<file path="src/rtl/bw_lane_decode.sv">
module bw_lane_decode #(
  parameter int LANES = 4
) (
  input  logic             gw_n,
  input  logic             bgate_n,
  input  logic             adsp_n,
  input  logic [LANES-1:0] bsel_n,
  output logic [LANES-1:0] lane_req,
  output logic             gw_hit,
  output logic             byte_path_open
);
  // Lane request for one edge: whole-word write wins, then gated selects.
  function automatic logic [LANES-1:0] decode_lanes(
    input logic gw_l, input logic gate_l, input logic strobe_l,
    input logic [LANES-1:0] sel_l);
    logic [LANES-1:0] r;
    if (!gw_l)                   r = '1;
    else if (!gate_l && strobe_l) r = ~sel_l;
    else                          r = '0;
    return r;
  endfunction

  assign gw_hit         = !gw_n;
  assign byte_path_open = !bgate_n && adsp_n;
  assign lane_req       = decode_lanes(gw_n, bgate_n, adsp_n, bsel_n);
endmodule

</file>
<file path="src/rtl/bw_capture_reg.sv">
module bw_capture_reg #(
  parameter int LANES  = 4,
  parameter int LANE_W = 8,
  localparam int DATA_W = LANES * LANE_W
) (
  input  logic              clk,
  input  logic              rst_n,
  input  logic [LANES-1:0]  lane_req,
  input  logic [DATA_W-1:0] din,
  input  logic              gw_hit,
  input  logic              byte_path_open,
  output logic [LANES-1:0]  wr_strobe,
  output logic [DATA_W-1:0] wr_data
);
  // Strobe and data share one register stage so they stay paired.
  always_ff @(posedge clk or negedge rst_n) begin
    if (!rst_n) begin
      wr_strobe <= '0;
      wr_data   <= '0;
    end else begin
      wr_strobe <= lane_req;
      wr_data   <= din;
    end
  end

  AST_GW_ALL_LANES: assert property (@(posedge clk) disable iff (!rst_n)
    gw_hit |=> (wr_strobe == {LANES{1'b1}}));
  AST_GATED_IDLE: assert property (@(posedge clk) disable iff (!rst_n)
    (!gw_hit && !byte_path_open) |=> (wr_strobe == '0));
  AST_DATA_PAIRED: assert property (@(posedge clk) disable iff (!rst_n)
    1'b1 |=> (wr_data == $past(din)));
endmodule

</file>
<file path="src/rtl/bw_lane_merge.sv">
module bw_lane_merge #(
  parameter int LANES  = 4,
  parameter int LANE_W = 8,
  localparam int DATA_W = LANES * LANE_W
) (
  input  logic              clk,
  input  logic              rst_n,
  input  logic [LANES-1:0]  wr_strobe,
  input  logic [DATA_W-1:0] wr_data,
  input  logic [DATA_W-1:0] arr_q,
  output logic [DATA_W-1:0] arr_d
);
  // One lane: new byte when enabled, else the stored byte.
  function automatic logic [LANE_W-1:0] pick_lane(
    input logic en, input logic [LANE_W-1:0] nw, input logic [LANE_W-1:0] old);
    return en ? nw : old;
  endfunction

  for (genvar g = 0; g < LANES; g++) begin : g_lane
    assign arr_d[g*LANE_W +: LANE_W] =
      pick_lane(wr_strobe[g], wr_data[g*LANE_W +: LANE_W], arr_q[g*LANE_W +: LANE_W]);
  end

  AST_IDLE_HOLD: assert property (@(posedge clk) disable iff (!rst_n)
    (wr_strobe == '0) |-> (arr_d == arr_q));
endmodule

</file>
<file path="src/rtl/bw_byte_write_ctl.sv">
module bw_byte_write_ctl #(
  parameter int LANES  = 4,
  parameter int LANE_W = 8,
  localparam int DATA_W = LANES * LANE_W
) (
  input  logic              clk,
  input  logic              rst_n,
  input  logic              gw_n,
  input  logic              bgate_n,
  input  logic [LANES-1:0]  bsel_n,
  input  logic              adsp_n,
  input  logic [DATA_W-1:0] din,
  input  logic [DATA_W-1:0] arr_q,
  output logic [LANES-1:0]  wr_strobe,
  output logic [DATA_W-1:0] wr_data,
  output logic              out_off,
  output logic [DATA_W-1:0] arr_d
);
  logic [LANES-1:0] lane_req;
  logic             gw_hit;
  logic             byte_path_open;

  bw_lane_decode #(.LANES(LANES)) u_decode (
    .gw_n(gw_n), .bgate_n(bgate_n), .adsp_n(adsp_n), .bsel_n(bsel_n),
    .lane_req(lane_req), .gw_hit(gw_hit), .byte_path_open(byte_path_open));

  bw_capture_reg #(.LANES(LANES), .LANE_W(LANE_W)) u_capture (
    .clk(clk), .rst_n(rst_n), .lane_req(lane_req), .din(din),
    .gw_hit(gw_hit), .byte_path_open(byte_path_open),
    .wr_strobe(wr_strobe), .wr_data(wr_data));

  bw_lane_merge #(.LANES(LANES), .LANE_W(LANE_W)) u_merge (
    .clk(clk), .rst_n(rst_n), .wr_strobe(wr_strobe), .wr_data(wr_data),
    .arr_q(arr_q), .arr_d(arr_d));

  assign out_off = |wr_strobe;

  AST_STROBE_CANCEL: assert property (@(posedge clk) disable iff (!rst_n)
    (gw_n && !adsp_n) |=> (wr_strobe == '0));
  AST_GW_OUT_OFF: assert property (@(posedge clk) disable iff (!rst_n)
    !gw_n |=> out_off);
  AST_OPEN_LANES: assert property (@(posedge clk) disable iff (!rst_n)
    (gw_n && !bgate_n && adsp_n) |=> (wr_strobe == ~$past(bsel_n)));
endmodule

</file>
<file path="config.mk">
export PLATFORM = sky130hd
export DESIGN_NAME = bw_byte_write_ctl
export DESIGN_NICKNAME = d
export VERILOG_FILES = /design/src/rtl/bw_lane_decode.sv /design/src/rtl/bw_capture_reg.sv /design/src/rtl/bw_lane_merge.sv /design/src/rtl/bw_byte_write_ctl.sv
export SDC_FILE = /design/constraint.sdc
export NUM_CORES = 1
export LEC_CHECK = 0
export CORE_AREA = 10 10 78 80
export DETAILED_ROUTE_END_ITERATION = 16
export DIE_AREA = 0 0 88 90
export MAX_ROUTING_LAYER = met4
export PLACE_DENSITY = 0.83
export SETUP_SLACK_MARGIN = 0.1
export SLEW_MARGIN = 20
export SYNTH_ARGS = -nofsm -noshare
export SYNTH_HDL_FRONTEND = slang
export SYNTH_SLANG_ARGS = --single-unit
</file>
<file path="constraint.sdc">
create_clock -name clk -period 3.65 [get_ports clk]
set_input_delay 1.095 -clock clk [delete_from_list [all_inputs] [get_ports clk]]
set_output_delay 1.095 -clock clk [all_outputs]
set_load 0.02 [all_outputs]
</file>
==> summary.txt <==
Synthesis
  • Synth async-reset ratio: 100.0%
  • Post-Syn Instances: 78
  • Main synth FF type: dfrtp_1
  • Register area share after synthesis: approximately two thirds
  • Post-Syn Area per Cell: roughly 17 um^2
  • Synthesized area: ~1300 um^2
  • Most frequent cells after synthesis: dfrtp_1 (36), mux2_2 (32), o21ai_0 (4)
  • Number of synthesized flops with an enable pin: 0
  • Syn nets: ~150
  • Top post-synthesis cells by area: dfrtp_1 (68%), mux2_2 (27%), o21ai_0 (1.5%)
  • Share of the synthesized area in the top cell type: between 60% and 70%
  • Yosys warns: 0
  • Area leader, netlist: dfrtp_1
  • Most common cell in the netlist: dfrtp_1
  • Synth Register Bits: 36
  • Cell variety after synth: 8

Timing
  • Fin crit share: between 90% and 100%
  • Final count of hold timing violations: 0
  • Min Hold Slack: between 0.8 and 0.9 ns
  • Minimum clock period: 3.428 ns
  • Worst Max-Slew Pin Slew: 0.7882 ns
  • Max Fclk: between 200 and 300 MHz
  • Slew headroom: 47.45%
  • Slew Limit Fails: 0
  • RSZ-0062 raised after global routing: false
  • Final setup fails: 0
  • Setup tns final: 0 ns

Floorplan
  • Die footprint: ~8000 um^2
  • Core ar.: approximately 4600 um^2
  • # rows: 25
  • Die Wd: about 88 um
  • Die Y: roughly 90 um
  • Initial Utilization: a little under 30%
  • IO Pins: 142

Clocking
  • Clock buffer depth: 2
  • Hold buffer count at cts: 0
  • Clk root buf: clkbuf_8
  • Reg clk slew, reported paths: 0.07 ns
  • Setup bufs post-CTS: 0
  • Num CTS Buffers: 5
  • CTS tree: built
  • H-tree levels: 2
  • Clk sink count: 36
  • Resize count post-CTS: 0

GRT
  • Gr usage total: between 10% and 20%
  • Largest net degree at the start of global routing: 37
  • Antenna violations before repair: 0
  • GRT overflow: 0
  • Vias in the first global route: ~1500
  • First-pass GRT wire length: 7686 um

Finish
  • Final Core Density: between 60 and 70%
  • P&R area growth vs syn: 115.8%
  • Fill cells: 388
  • Inserted Diodes: 0
  • Fraction of layout cells with a size suffix above 1: about a fifth
  • Nets@finish: between 200 and 300

Power and ir drop
  • Lkg Pwr: about 0.0012 uW
  • Worst VDD drop: roughly 0.22 mV
  • Pwr per Cell Area: about 360 nW/um^2

Worst setup path
  • WP data arrival: 2.33 ns
  • CP startpoint: arr_q[4]
  • Worst setup SP type: primary input
  • Worst setup EP type: output port
  • Kind of critical path: in2out
  • CP Max Fanout: 1
  • Critical Path RT: between 2 and 3 ns

Hold path
  • Hold/Removal Path Class: in2async

Route
  • Routed vias: between 1000 and 1500
  • Routed vias/inst: between 4 and 5
  • Initial DRC count: 20
  • Antenna-violating nets left: 0
  • Routed WL: 5250 um
  • DR DRC count: 0
  • First-pass DRT Iterations: 2
  • Routed length per instance: approximately 19 um

Placement
  • Port Buffers: ~140
  • Detailed placement HPWL: roughly 4400 um
  • GPL Wtd Cong: around 0.74

Status
  • Status: completed

Run
  • Max-cap violations: 0
==> critical path, cell delays in order <==
cell and delay [ns]:
clkdlybuf4s50_1 0.41, mux2_2 0.27, clkdlybuf4s50_1 0.56
==> per-layer routing <==
layer,vias up,wire length (um),track usage (%)
li1,558,-,-
met1,567,1870,12.50
met2,78,2894,23.48
met3,2,470,5.144
met4,0,15,2.793
met5,-,0,-
==> flip-flops by register name, indices dropped and copies added, names as in the netlist <==
register             flops
u_capture.wr_data       32
u_capture.wr_strobe      4
==> worst paths after layout <==
kind / end / slack [ns] / cells after the start
worst max-delay path: arr_d[4] / 0.22 / 3
worst min-delay path: u_capture.wr_data[5] / 0.90 / 1
max in group asynchronous: u_capture.wr_data[23] / 2.25 / 1
min in group clk: u_capture.wr_data[25] / 1.24 / 1
==> stage by stage <==
step	std cells	setup slack (ns)	instance area [um^2]	total power (uW)
after floorplan	78	1.158	1328	551.7
after global routing	277	0.1859	2865	1071
after CTS	277	0.2130	2865	1033
after global placement	269	0.2500	2773	739.4
after detailed placement	269	0.2153	2773	745.1
final	277	0.2218	2865	1019
==> cell families after synthesis <==
family                 synth area share [%]
AO/OA/AOI/OAI                         1.508
buffers and inverters                 2.168
flip-flops                            67.86
multiplexers                          27.14
AND/OR/NAND/NOR                       1.320
==> where the power goes <==
part	internal (uW)	switching [uW]
logic	178	115
clock network	151	136
registers	419	19.4
total	748	271
==> cell usage in the layout, fill, tap and decap left out, drive strengths merged <==
cell	netlist	layout
clkdlybuf4s50	0	140
dfrtp	36	36
mux2	32	32
clkbuf	0	6
o21ai	4	4
clkinv	0	2
nand2b	1	1
or4	1	1
buf	4	1
==> layout make-up <==
cell class	count	area [um^2]	share of cell area (%)
clock buffers	6	82.58	2.882
well taps	54	67.56	2.358
multi-input cells	38	397.9	13.89
flip-flops and latches	36	900.9	31.44
repair buffers	141	1406	49.08
clock inverters	2	10.01	0.3493
Note: power is estimated with default switching activity, not from simulation.
